--- src/rtl/sh_adc_pkg.sv ---
package sh_adc_pkg;
  localparam int NCH    = 4;
  localparam int CH_W   = 2;
  localparam int ADDR_W = 4;

  localparam logic [ADDR_W-1:0] A_CTRL = 4'd0;
  localparam logic [ADDR_W-1:0] A_STAT = 4'd1;
  localparam logic [ADDR_W-1:0] A_RES0 = 4'd4;

  localparam int B_UEN   = 3;
  localparam int B_AUXEN = 4;
  localparam int B_IEN   = 7;
  localparam int B_LVL   = 8;
  localparam int S_ADC   = 0;
  localparam int S_ANY   = 11;

  function automatic logic [NCH-1:0] chan_mask(input logic u_en, input logic aux_en);
    return {aux_en, 1'b1, 1'b1, u_en};
  endfunction

  function automatic logic [CH_W-1:0] first_chan(input logic [NCH-1:0] m);
    logic [CH_W-1:0] r;
    r = '0;
    for (int i = NCH - 1; i >= 0; i--)
      if (m[i]) r = CH_W'(i);
    return r;
  endfunction

  function automatic logic has_next(input logic [NCH-1:0] m, input logic [CH_W-1:0] c);
    logic r;
    r = 1'b0;
    for (int i = 0; i < NCH; i++)
      if (i > int'(c) && m[i]) r = 1'b1;
    return r;
  endfunction

  function automatic logic [CH_W-1:0] next_chan(input logic [NCH-1:0] m, input logic [CH_W-1:0] c);
    logic [CH_W-1:0] r;
    r = c;
    for (int i = NCH - 1; i >= 0; i--)
      if (i > int'(c) && m[i]) r = CH_W'(i);
    return r;
  endfunction
endpackage

--- src/rtl/sh_start_gate.sv ---
module sh_start_gate #(
  parameter int ACQ_CYC = 20
) (
  input  logic clk,
  input  logic rst_n,
  input  logic start_in,
  input  logic idle,
  input  logic grp_done,
  output logic go,
  output logic pend
);
  localparam int AW = $clog2(ACQ_CYC + 1);
  localparam logic [AW-1:0] ACQ_END = AW'(ACQ_CYC);

  logic [AW-1:0] acq_cnt;
  logic          start_q;
  logic          req;
  logic          acq_ok;

  assign req    = start_in & ~start_q;
  assign acq_ok = (acq_cnt == ACQ_END);
  assign go     = idle & acq_ok & (req | pend);

  always_ff @(posedge clk) begin
    if (!rst_n) begin
      acq_cnt <= '0;
      start_q <= 1'b0;
      pend    <= 1'b0;
    end else begin
      start_q <= start_in;
      if (grp_done)                  acq_cnt <= '0;
      else if (idle && !acq_ok)      acq_cnt <= acq_cnt + 1'b1;
      if (go)                        pend <= 1'b0;
      else if (req)                  pend <= 1'b1;
    end
  end
endmodule

--- src/rtl/sh_chan_walker.sv ---
module sh_chan_walker
  import sh_adc_pkg::*;
#(
  parameter int CONV_CYC = 40
) (
  input  logic            clk,
  input  logic            rst_n,
  input  logic            go,
  input  logic [NCH-1:0]  mask_in,
  output logic            converting,
  output logic [CH_W-1:0] ch,
  output logic            slot_end,
  output logic            grp_done
);
  localparam int SW = $clog2(CONV_CYC);
  localparam logic [SW-1:0] SLOT_LAST = SW'(CONV_CYC - 1);

  logic [SW-1:0]  slot;
  logic [NCH-1:0] mask_q;
  logic           more;

  assign more     = has_next(mask_q, ch);
  assign slot_end = converting && (slot == SLOT_LAST);
  assign grp_done = slot_end && !more;

  always_ff @(posedge clk) begin
    if (!rst_n) begin
      converting <= 1'b0;
      slot       <= '0;
      ch         <= '0;
      mask_q     <= '0;
    end else if (go) begin
      converting <= 1'b1;
      mask_q     <= mask_in;
      ch         <= first_chan(mask_in);
      slot       <= '0;
    end else if (converting) begin
      if (slot == SLOT_LAST) begin
        slot <= '0;
        if (more) ch <= next_chan(mask_q, ch);
        else      converting <= 1'b0;
      end else begin
        slot <= slot + 1'b1;
      end
    end
  end
endmodule

--- src/rtl/sh_irq_unit.sv ---
module sh_irq_unit (
  input  logic clk,
  input  logic rst_n,
  input  logic grp_done,
  input  logic ien,
  input  logic lvl_mode,
  input  logic stat_rd,
  output logic st_adc,
  output logic st_any,
  output logic irq_evt,
  output logic irq_n
);
  logic pulse_q;

  assign irq_evt = grp_done & ien;
  assign irq_n   = lvl_mode ? ~st_any : ~pulse_q;

  always_ff @(posedge clk) begin
    if (!rst_n) begin
      st_adc  <= 1'b0;
      st_any  <= 1'b0;
      pulse_q <= 1'b0;
    end else begin
      pulse_q <= irq_evt;
      if (irq_evt) begin
        st_adc <= 1'b1;
        st_any <= 1'b1;
      end else if (stat_rd) begin
        st_adc <= 1'b0;
        st_any <= 1'b0;
      end
    end
  end
endmodule

--- src/rtl/sh_adc_seq.sv ---
module sh_adc_seq
  import sh_adc_pkg::*;
#(
  parameter int ACQ_CYC  = 20,
  parameter int CONV_CYC = 40,
  parameter int CODE_W   = 11
) (
  input  logic              clk,
  input  logic              rst_n,
  input  logic              conv_start,
  input  logic              bus_cs,
  input  logic              bus_wr,
  input  logic              bus_rd,
  input  logic [ADDR_W-1:0] bus_addr,
  input  logic [CODE_W:0]   bus_wdata,
  output logic [CODE_W:0]   bus_rdata,
  input  logic [CODE_W-1:0] sar_code,
  output logic              sh_hold,
  output logic [CH_W-1:0]   conv_ch,
  output logic              busy,
  output logic              irq_n
);
  localparam int DATA_W = CODE_W + 1;
  localparam logic [DATA_W-1:0] CTRL_KEEP =
    DATA_W'((1 << B_UEN) | (1 << B_AUXEN) | (1 << B_IEN) | (1 << B_LVL));

  logic [DATA_W-1:0] ctrl;
  logic [DATA_W-1:0] res [NCH];
  logic [NCH*DATA_W-1:0] res_flat;
  logic [NCH-1:0]    res_we;
  logic              go, pend, converting, slot_end, grp_done;
  logic [CH_W-1:0]   ch;
  logic              stat_rd, ctrl_wr;
  logic              st_adc, st_any, irq_evt;

  assign stat_rd = bus_cs && bus_rd && (bus_addr == A_STAT);
  assign ctrl_wr = bus_cs && bus_wr && (bus_addr == A_CTRL);

  sh_start_gate #(.ACQ_CYC(ACQ_CYC)) u_gate (
    .clk(clk), .rst_n(rst_n), .start_in(conv_start), .idle(!converting),
    .grp_done(grp_done), .go(go), .pend(pend)
  );

  sh_chan_walker #(.CONV_CYC(CONV_CYC)) u_walk (
    .clk(clk), .rst_n(rst_n), .go(go),
    .mask_in(chan_mask(ctrl[B_UEN], ctrl[B_AUXEN])),
    .converting(converting), .ch(ch), .slot_end(slot_end), .grp_done(grp_done)
  );

  sh_irq_unit u_irq (
    .clk(clk), .rst_n(rst_n), .grp_done(grp_done), .ien(ctrl[B_IEN]),
    .lvl_mode(ctrl[B_LVL]), .stat_rd(stat_rd), .st_adc(st_adc),
    .st_any(st_any), .irq_evt(irq_evt), .irq_n(irq_n)
  );

  always_ff @(posedge clk) begin
    if (!rst_n)       ctrl <= '0;
    else if (ctrl_wr) ctrl <= bus_wdata & CTRL_KEEP;
  end

  genvar gi;
  generate
    for (gi = 0; gi < NCH; gi++) begin : g_res
      assign res_we[gi] = slot_end && (ch == CH_W'(gi));
      assign res_flat[gi*DATA_W +: DATA_W] = res[gi];
      always_ff @(posedge clk) begin
        if (!rst_n)          res[gi] <= '0;
        else if (res_we[gi]) res[gi] <= {sar_code, 1'b0};
      end
    end
  endgenerate

  always_comb begin
    bus_rdata = '0;
    if (bus_cs && bus_rd) begin
      if (bus_addr == A_CTRL) bus_rdata = ctrl;
      else if (bus_addr == A_STAT) begin
        bus_rdata[S_ADC] = st_adc;
        bus_rdata[S_ANY] = st_any;
      end else if (bus_addr >= A_RES0 && bus_addr < A_RES0 + NCH)
        bus_rdata = res[CH_W'(bus_addr - A_RES0)];
    end
  end

  assign sh_hold = converting;
  assign conv_ch = ch;
  assign busy    = converting | pend;
endmodule

--- config.mk ---
export PLATFORM = sky130hd
export DESIGN_NAME = sh_adc_seq
export DESIGN_NICKNAME = d
export VERILOG_FILES = /design/src/rtl/sh_adc_pkg.sv /design/src/rtl/sh_start_gate.sv /design/src/rtl/sh_chan_walker.sv /design/src/rtl/sh_irq_unit.sv /design/src/rtl/sh_adc_seq.sv
export SDC_FILE = /design/constraint.sdc
export NUM_CORES = 1
export LEC_CHECK = 0
export ABC_CLOCK_PERIOD_IN_PS = 2900
export BUFFER_PORTS_ARGS = -buffer_cell sky130_fd_sc_hd__buf_4
export CORE_MARGIN = 2
export CORE_UTILIZATION = 56
export CTS_CLUSTER_SIZE = 25
export DETAILED_ROUTE_END_ITERATION = 8
export GPL_TIMING_DRIVEN = 0
export PLACE_DENSITY_LB_ADDON = 0.08
export SYNTH_ARGS = -nofsm -noshare
export SYNTH_HDL_FRONTEND = slang
export SYNTH_SLANG_ARGS = --single-unit
--- constraint.sdc ---
create_clock -name clk -period 2.9 [get_ports clk]
set_input_delay 0 -clock clk [delete_from_list [all_inputs] [get_ports clk]]
set_output_delay 0 -clock clk [all_outputs]
set_load 0.1 [all_outputs]
==> metrics.txt, run 1 <==
Clock Latency Late Sink 0.34 ns; Layout area overhead 24.4%; global placement routability congestion 0.738; static leakage 1.55 nW; post-synth top area share 0.414; post-route ant nets 0; crit-path max cell delay 0.95 ns; Synth area leaders edfxtp_1, dfxtp_1, and2_1; Final Skew 0.00813 ns; most frequent cell after synthesis and2_1; Die Area 6320 um^2; DRT iter0 DRCs 105; Ports 50; crit path kind reg2reg; Overflow after GRT 0; Worst Tran Pin Value 1.14 ns; final hold viol count 0; DRC violations left 0; TNS Setup 0 ns; Avg Cell Area, Syn 12.9 um^2; vias after detailed routing 2083; top_reg_cell synth edfxtp_1; Gate Count Post-Synth 248; final setup violation count 0; Power Total 0.00201 W; core area 5510 um^2; PD cells 505 nW/um^2; starting density of the core 0.580; WP data required 2.85 ns; MaxCap Viol Count 0; die height 79.5 um; TritonCTS clock tree done; Total Routing Usage GR 0.212; Design Area, Final 3970 um^2; register area 1800 um^2; post-synth top area cell edfxtp_1; DPL Wire Length 4.13 mm; Worst Hold Class in2reg; Net Count, Synth 284; Cell variety after synth 48; Clock transition at path regs 0.08 ns; min Tclk post-route 2.28 ns; Chip Width 79.5 um; 1st-pass router iterations 4; crit end category register; antenna violations before repair 0; max frequency 438 MHz; H-tree levels 3; # resized after CTS 0; I/O Buffers 40; worst-path maximum fanout 11; slew margin rel. 0.236; sequential area share after synthesis 0.564; Post-synth ARST share 0; CTS Root Cell clkbuf_8; drt via density 5.26; vias in the first global route 1955; CP max stage cell o31ai_2; fin. max-slew vios 0; largest net degree at the start of global routing 13; CTS Sinks 68; unrepaired setup endpoints after global routing no; global-route wire length before repair 9.78 mm; Seq cells post-synth 68; nets 355; Final Cycle Share 0.788; fraction of layout cells with a size suffix above 1 0.269; Synth warnings 0; clock buffer count from CTS 9; outcome finished clean; crit path DAT 2.24 ns; CP cell instances ha_1 -> and3_4 -> nand2_1 -> o31ai_2; CP Launch Type register; fin util 0.721; Max IR drop VDD 0.390 mV; Wirelength per Cell 15.3 um; area occupied by multi-input gates 1300 um^2; row count 27; Filler Cell Count 402; EDFF count, synth 44; Synth top cells by count and2_1, edfxtp_1, dfxtp_1; Diodes inserted 0; CTS Buffer Depth 2; Placed Area 3610 um^2; Mapped Area 3190 um^2; drt total wl 6.06 mm
## area by class of cell
cell class | count | share of cell area
Sequential cell | 68 | 0.454
Timing Repair Buffer | 60 | 0.124
Multi-Input combinational cell | 164 | 0.327
Clock inverter | 7 | 0.0170
Buffer | 10 | 0.0183
Inverter | 6 | 0.00567
Tap cell | 72 | 0.0227
Clock buffer | 9 | 0.0312
## worst max-delay path, delay by kind of cell (launching register included)
| kind | cells | cell delay, ns |
|---|---|---|
| compound gates | 1 | 0.95 |
| simple gates | 2 | 0.40 |
| flops | 1 | 0.37 |
| fa+ha+maj | 1 | 0.18 |
## path summary, 6_finish.rpt
path / from / to / slack [ns] / depth (start not counted)
setup / recovery: u_walk.slot[0]$_SDFFE_PP0P_ / res[0][9]$_SDFFCE_PN0P_ / 0.62 / 4
hold / removal: bus_addr[3] / ctrl[3]$_SDFFE_PN0P_ / 0.04 / 4
setup reg to reg: u_walk.slot[0]$_SDFFE_PP0P_ / res[0][9]$_SDFFCE_PN0P_ / 0.62 / 4
hold reg to reg: ctrl[4]$_SDFFE_PN0P_ / u_walk.mask_q[3]$_SDFFE_PN0P_ / 0.49 / 2
## power breakdown
part | switching, W | total [W] | internal, W | leakage, nW
clock network | 0.000358 | 0.000750 | 0.000392 | 0.0926
registers | 0.0000118 | 0.00108 | 0.00106 | 0.612
logic | 0.0000948 | 0.000181 | 0.0000859 | 0.850
## flip-flops by register name, indices dropped and copies added (netlist names)
name               count
res                   44
u_gate.start_q         1
u_walk.mask_q          2
u_walk.slot            6
u_walk.converting      1
u_gate.pend            1
u_walk.ch              2
u_irq.st_any           1
u_gate.acq_cnt         5
u_irq.pulse_q          1
ctrl                   4
## per-stage QoR
stage,cells,hold WS (ns),setup slack (ns)
finish,396,0.0389,0.616
global placement,360,0.213,0.0544
detailed placement,363,0.218,0.554
floorplan,248,0.122,0.0306
global route,396,0.0454,0.426
CTS,396,0.0297,0.551
## timing repair
action | in CTS | in global routing
setup buffers | 0 | 0
hold buffers | 17 | 0
endpoints found under the hold margin | 50 | 0
## logic make-up after synthesis
kind of cell               count (synthesis)  share of synthesized area
DFF                                       68                      0.564
AOI/OAI and AO/OA                         23                     0.0525
buffers and inverters                     16                     0.0298
xor gates and xnor gates                   9                     0.0247
and+or+nand+nor                          112                      0.217
muxes                                     17                      0.100
adders and majority gates                  3                     0.0118
## layer usage
layer  share of wire  wire length (um)  vias to the layer above  track usage
met4           0.011                64                        0       0.0759
li1                -                 -                     1036            -
met2            0.48              2880                       57        0.324
met1            0.46              2770                      986        0.295
met5               0                 0                        -            0
met3           0.056               339                        4       0.0543
## cells in the final DEF, fill, tap and decap left out, drive strengths merged, types with 3 or more instances in the layout
cell,Yosys,final
nor2,23,23
mux2i,6,6
dfxtp,24,24
nor2b,7,7
dlygate4sd3,0,17
xor2,5,5
nand2b,5,5
nand2,11,11
inv,6,6
a21oi,7,7
xnor2,4,4
clkinv,0,4
buf,9,52
ha,3,3
nand3,4,4
a22o,4,4
mux4,11,11
edfxtp,44,44
and2,45,45
clkbuf,1,10
o21ai,4,4
No activity file was read; power rests on OpenSTA's default activity.
==> inputs of run 2 (changes only) <==
--- a/config.mk
+++ b/config.mk
@@ -5,7 +5,8 @@
 export SDC_FILE = /design/constraint.sdc
 export NUM_CORES = 1
 export LEC_CHECK = 0
-export ABC_CLOCK_PERIOD_IN_PS = 2900
+export ABC_AREA = 1
+export ABC_CLOCK_PERIOD_IN_PS = 2340
 export BUFFER_PORTS_ARGS = -buffer_cell sky130_fd_sc_hd__buf_4
 export CORE_MARGIN = 2
 export CORE_UTILIZATION = 56
==> constraint.sdc (replaced) <==
create_clock -name clk -period 2.34 [get_ports clk]
set_input_delay 0 -clock clk [delete_from_list [all_inputs] [get_ports clk]]
set_output_delay 0 -clock clk [all_outputs]
set_load 0.1 [all_outputs]
==> run 2 against run 1 <==
  * Critical path type unchanged
  * Design area down 1.9%
  * Largest cell class unchanged
  * Critical endpoint is now res[0][2]$_SDFFCE_PN0P_
  * Global-route usage grew 3.7 points
  * Clock power grew 11%
==> metrics.txt, run 2 <==
DPL Wire Length 4.92 mm (+19%); Overflow after GRT 0 (unchanged); nets 472 (+33%); fraction of layout cells with a size suffix above 1 0.186 (-0.0826); DRC violations left 0 (unchanged); largest family of logic cells by synthesized area simple AND/OR/NAND/NOR gates; Seq cells post-synth 68 (unchanged); Synth top cells by count nor2_1, nand2_1, inv_1; Mapped Area 3210 um^2 (+0.43%); vias after detailed routing 2646 (+27%); sw frac 0.256 (+0.0241); Hold Slack 0.00474 ns (-0.0342 ns); crit path DAT 1.98 ns (-0.26 ns); global placement routability congestion 0.821 (+11%); Wirelength per Cell 14.4 um (-6.2%); top_reg_cell synth edfxtp_1; Comb pwr share 0.090 (about the same); largest net degree at the start of global routing 13 (unchanged); H-tree levels 3 (unchanged); Cell variety after synth 29 (-40%); Clock power frac 0.351 (-0.023); TNS Setup 0 ns (unchanged); drt total wl 7.37 mm (+22%); final hold viol count 0 (unchanged); Die Area 6350 um^2 (+0.42%); Final Cycle Share 0.858 (+0.0705); setup bufs post-CTS 0 (unchanged); MaxCap Viol Count 0 (unchanged); final worst setup slack 0.332 ns (-0.284 ns); antenna violations before repair 0 (unchanged); dpl ws -0.0109 ns (-0.565 ns); vias in the first global route 2501 (+28%); Total Routing Usage GR 0.249 (+0.0368); max frequency 498 MHz (+14%); worst-path maximum fanout 11 (unchanged); most frequent cell after synthesis nor2_1; drt via density 5.16 (-1.9%); Avg Cell Area, Syn 8.55 um^2 (-34%); sequential power share 0.559 (+0.023); unrepaired setup endpoints after global routing no; Power Total 0.00237 W (+18%); Ports 50 (unchanged); largest registers res: 44 flops, u_walk.slot: 6 flops, u_gate.acq_cnt: 5 flops; CTS Buffer Depth 2 (unchanged); global-route wire length before repair 11.8 mm (+20%); Largest Register res; commonest non-fill, non-tap cell in the layout nor2_1; die height 79.7 um (+0.21%); mux cell area share after synthesis 0 (-0.100); PD cells 609 nW/um^2 (+20%); max reg flops 44 (unchanged); outcome finished clean; fin util 0.708 (-0.0134); static leakage 1.69 nW (+8.8%); post-synth top area cell edfxtp_1; Clock Latency Late Sink 0.34 ns (about the same); Filler Cell Count 443 (+10%); 1st-pass router iterations 4 (unchanged); CTS Sinks 68 (unchanged); DRT iter0 DRCs 203 (+93%); XOR/XNOR share of the synthesized area 0.0137 (-0.0110); Gate Count Post-Synth 375 (+51%); Layout area overhead 21.6%; EDFF count, synth 44 (unchanged); CTS Root Cell clkbuf_8; I/O Buffers 40 (unchanged); Post-synth ARST share 0 (unchanged); commonest cells after routing, fill and taps aside nor2_1, nand2_1, inv_1; Net Count, Synth 411 (+45%); post-synth top area share 0.412 (-0.00178); row count 27 (unchanged); TritonCTS clock tree done; WP data required 2.31 ns (-0.54 ns); Final Skew 0.00932 ns (+0.00119 ns); clock buffer count from CTS 9 (unchanged); min Tclk post-route 2.01 ns (-0.276 ns); slew margin rel. 0.496 (+0.260); Adder-Cell Fraction of Synth Area 0.0117 (-0.0000505); Diodes inserted 0 (unchanged); Synth area leaders edfxtp_1, dfxtp_1, nor2_1; core area 5510 um^2 (unchanged); sequential area share after synthesis 0.562 (-0.00242); simple-gate portion of the synthesized area 0.253 (+0.0358); Synth warnings 0 (unchanged); CP Launch Type register; Switching Power 0.000607 W (+31%); final setup violation count 0 (unchanged); fin. max-slew vios 0 (unchanged); starting density of the core 0.582 (+0.00250); Chip Width 79.7 um (+0.21%); crit path kind reg2reg; crit end category register; Worst Hold Class in2reg; cell internal pwr 0.00177 W (+15%); Max IR drop VDD 0.443 mV (+14%); Clock transition at path regs 0.08 ns (about the same); Worst Tran Pin Value 0.756 ns (-0.384 ns); post-synthesis compound-gate area fraction 0.0808 (+0.0283); post-route ant nets 0 (unchanged)
## run 2: changes by cell type after synthesis, moves of 7 or more
cell     change
inv_1       +42
o21ai_0     +17
mux4_2       -8
nor2b_1      -7
and2_1      -45
nor2_1      +61
nand2_1     +67
## run 2: layer usage
layer,wire [um],vias up,track usage
li1,-,1332,-
met1,3360,1221,0.341
met2,3490,79,0.392
met3,363,14,0.0396
met4,149,0,0.109
met5,0,-,0
## run 2: critical path, stage by stage, from the launching register on
cell,delay [ns]
dfxtp_1,0.38
ha_1,0.21
inv_1,0.09
nor2_2,0.13
nand3_4,0.17
o31ai_4,0.66
## run 2: stage by stage
step / cells / area [um^2]
6_report: 513 / 3900
3_5_place_dp: 487 / 3610
3_3_place_gp: 487 / 3610
5_1_grt: 513 / 3900
2_1_floorplan: 375 / 3220
4_1_cts: 513 / 3880
## run 2: cell type report
class	instances	area [um^2]	share of cell area
Timing Repair Buffer	50	400	0.103
Multi-Input combinational cell	245	1180	0.303
Inverter	52	195	0.0501
Clock buffer	10	128	0.0327
Sequential cell	68	1800	0.463
Clock inverter	6	41.3	0.0106
Tap cell	72	90.1	0.0231
Buffer	10	58.8	0.0151
## run 2: timing repair
item	4_1_cts	5_1_grt
setup endpoints to repair	11	22
gates resized for setup	1	2
hold endpoints to repair	14	0
hold buffers	10	0
## run 2: worst paths after layout
path,start,end,slack [ns],cells after the start
setup / recovery,u_walk.slot[0]$_SDFFE_PP0P_,res[0][2]$_SDFFCE_PN0P_,0.33,5
hold / removal,sar_code[0],res[3][0]$_SDFFCE_PN0P_,0.005,3
setup reg to reg,u_walk.slot[0]$_SDFFE_PP0P_,res[0][2]$_SDFFCE_PN0P_,0.33,5
hold reg to reg,ctrl[4]$_SDFFE_PN0P_,ctrl[4]$_SDFFE_PN0P_,0.49,2
## run 2: kinds of logic (layout without fill, tap and decap cells)
| kind of cell | after synthesis | in the layout |
|---|---|---|
| AND/OR/NAND/NOR | 192 | 192 |
| flip-flops | 68 | 68 |
| buffers and inverters | 62 | 128 |
| AO/OA/AOI/OAI | 45 | 45 |
| XOR/XNOR | 5 | 5 |
| adder cells (fa/ha/maj) | 3 | 3 |
## run 2: power groups by stage
stage	registers, W	logic, W	clock network [W]
floorplan	0.00135	0.000125	0
global placement	0.00135	0.000195	0
detailed placement	0.00135	0.000199	0
CTS	0.00133	0.000212	0.000830
global route	0.00133	0.000235	0.000880
finish	0.00133	0.000214	0.000833
==> inputs of run 3 (changes only) <==
--- a/config.mk
+++ b/config.mk
@@ -13,7 +13,7 @@
 export CTS_CLUSTER_SIZE = 25
 export DETAILED_ROUTE_END_ITERATION = 8
 export GPL_TIMING_DRIVEN = 0
-export PLACE_DENSITY_LB_ADDON = 0.08
+export PLACE_DENSITY = 0.85
 export SYNTH_ARGS = -nofsm -noshare
 export SYNTH_HDL_FRONTEND = slang
 export SYNTH_SLANG_ARGS = --single-unit
==> run 3 against run 2 <==
  * Sequential cell count did not move
  * Wire length down 2.3%
  * Utilization grew 0.57 points
  * Maximum frequency fell by 11%
  * Combinational power fell by 2%
  * Setup slack worse by 0.25 ns
  * Design area is 0.80% higher
  * Highest routed layer unchanged
  * Clock power increased by 34%
  * Total power increased by 12%
  * First-iteration DRC count up 5.4%
  * Final cell count is 0.19% lower
==> metrics.txt, run 3 (same netlist as run 2, synthesis figures left out) <==
fraction of layout cells with a size suffix above 1 0.182 (-0.00412); vias after detailed routing 2696 (+1.9%); worst reg2reg startpoint u_walk.slot[0]$_SDFFE_PP0P_; Final Cycle Share 0.966 (+0.108); CP cell instances ha_1 -> inv_1 -> nor2_2 -> nand3_4 -> o31ai_2; crit end category register; static leakage 1.72 nW (+1.9%); starting density of the core 0.582 (unchanged); setup bufs post-CTS 0 (unchanged); Design Area, Final 3930 um^2 (+0.80%); slew margin rel. 0.238 (-0.258); Wirelength per Cell 14.1 um (-2.1%); global placement routability congestion 0.860 (+4.7%); nets 471 (-0.21%); FF-to-FF setup slack 0.08 ns (-0.25 ns); worst-path maximum fanout 11 (unchanged); max reg flops 44 (unchanged); Worst Tran Pin Value 1.14 ns (+0.380 ns); largest net degree at the start of global routing 12 (-1); Clock Latency Late Sink 0.34 ns (about the same); Worst Hold Class in2reg; crit-path max cell delay 0.93 ns (+0.27 ns); Final Skew 0.00763 ns (-0.00169 ns); drt total wl 7.19 mm (-2.3%); Total Routing Usage GR 0.250 (+0.00134); CP max stage cell o31ai_2; fin. max-slew vios 0 (unchanged); core area 5510 um^2 (unchanged); commonest cells after routing, fill and taps aside nor2_1, nand2_1, inv_1; beginning of the worst hold path sar_code[6]; die height 79.7 um (unchanged); MaxCap Viol Count 0 (unchanged); PD cells 677 nW/um^2 (+11%); global-route wire length before repair 11.8 mm (+0.18%); Max IR drop VDD 0.505 mV (+14%); post-route ant nets 0 (unchanged); CTS Sinks 68 (unchanged); final worst setup slack 0.0804 ns (-0.252 ns); Ports 50 (unchanged); Placed Area 3610 um^2 (unchanged); r2r endpoint res[0][2]$_SDFFCE_PN0P_; clock buffer count from CTS 9 (unchanged); TritonCTS clock tree done; DRC violations left 0 (unchanged); unrepaired setup endpoints after global routing yes; Min-Delay Endpoint res[3][6]$_SDFFCE_PN0P_; crit path kind reg2reg; Diodes inserted 0 (unchanged); row count 27 (unchanged); final hold viol count 0 (unchanged); dpl ws 0.0822 ns (+0.0931 ns); r2r worst-path depth 5 (unchanged); crit path DAT 2.21 ns (+0.23 ns); antenna violations before repair 0 (unchanged); H-tree levels 3 (unchanged); 1st-pass router iterations 5 (+1); DPL Wire Length 4.78 mm (-2.8%); CTS Buffer Depth 2 (unchanged); I/O Buffers 40 (unchanged); final setup violation count 0 (unchanged); vias in the first global route 2514 (+0.52%); DRT iter0 DRCs 214 (+5.4%); Chip Width 79.7 um (unchanged); outcome finished clean; WP data required 2.29 ns (-0.02 ns); Largest Register res; Overflow after GRT 0 (unchanged); Layout area overhead 22.6%; # resized after CTS 0 (-1); CP Launch Type register; max frequency 443 MHz (-11%); drt via density 5.27 (+2.1%); largest registers res: 44 flops, u_walk.slot: 6 flops, u_gate.acq_cnt: 5 flops; Hold Slack 0.0112 ns (+0.00650 ns); TNS Setup 0 ns (unchanged); CTS Root Cell clkbuf_8; Hold Path Stages 3 (unchanged); commonest non-fill, non-tap cell in the layout nor2_1; Clock transition at path regs 0.07 ns (about the same); Die Area 6350 um^2 (unchanged); min Tclk post-route 2.26 ns (+0.252 ns)
-- run 3: cell count changes in the layout (fill, tap and decap cells not counted), sizes merged --
cell / before / now
dlygate4sd3: 10 / 9
clkinvlp: 3 / 0
bufinv: 0 / 3
clkbuf: 12 / 13
clkinv: 3 / 2
-- run 3: worst max path at each step --
stage / startpoint / endpoint / slack [ns]
floorplan: u_walk.ch[1]$_SDFFE_PN0P_ / res[2][0]$_SDFFCE_PN0P_ / 0.04
global placement: u_walk.slot[0]$_SDFFE_PP0P_ / res[3][5]$_SDFFCE_PN0P_ / 0.11
detailed placement: u_walk.slot[0]$_SDFFE_PP0P_ / res[0][5]$_SDFFCE_PN0P_ / 0.08
CTS: u_walk.slot[0]$_SDFFE_PP0P_ / res[0][2]$_SDFFCE_PN0P_ / 0.04
global route: u_walk.slot[0]$_SDFFE_PP0P_ / res[0][6]$_SDFFCE_PN0P_ / -0.08
finish: u_walk.slot[0]$_SDFFE_PP0P_ / res[0][2]$_SDFFCE_PN0P_ / 0.08
-- run 3: metal layers --
| metal | wire length [um] | GRT usage |
|---|---|---|
| met5 | 0 | 0 |
| met1 | 2990 | 0.324 |
| met4 | 215 | 0.157 |
| met3 | 442 | 0.0441 |
| met2 | 3540 | 0.389 |
-- run 3: worst max-delay path, delay by kind of cell, from the launching register on --
| family | cells | cell delay [ns] |
|---|---|---|
| compound gates | 1 | 0.93 |
| buf+inv | 1 | 0.09 |
| flops | 1 | 0.37 |
| simple gates | 2 | 0.29 |
| fa+ha+maj | 1 | 0.20 |
-- run 3: timing repair --
action	in CTS	in global routing
endpoints found under the hold margin	11	0
hold buffers	9	0
setup endpoints to repair	0	22
-- run 3: through the flow --
step                instances   util  power, W
floorplan                 375      -   0.00147
global placement          487  0.655   0.00154
detailed placement        487  0.655   0.00155
CTS                       512  0.713   0.00267
global route              512  0.713   0.00275
finish                    512  0.713   0.00266
-- run 3: report_power, final --
group | internal, W | leakage (nW) | switching [W]
combinational | 0.0000696 | 0.974 | 0.000139
clock | 0.000705 | 0.117 | 0.000418
sequential | 0.00131 | 0.631 | 0.0000138
-- run 3: cell type report --
cell class,count,area (um^2)
Clock buffer,11,131
Sequential cell,68,1800
Fill cell,390,1580
Multi-Input combinational cell,245,1160
Timing Repair Buffer,49,390
Inverter,52,195
Clock inverter,5,100
Buffer,10,58.8
Tap cell,72,90.1
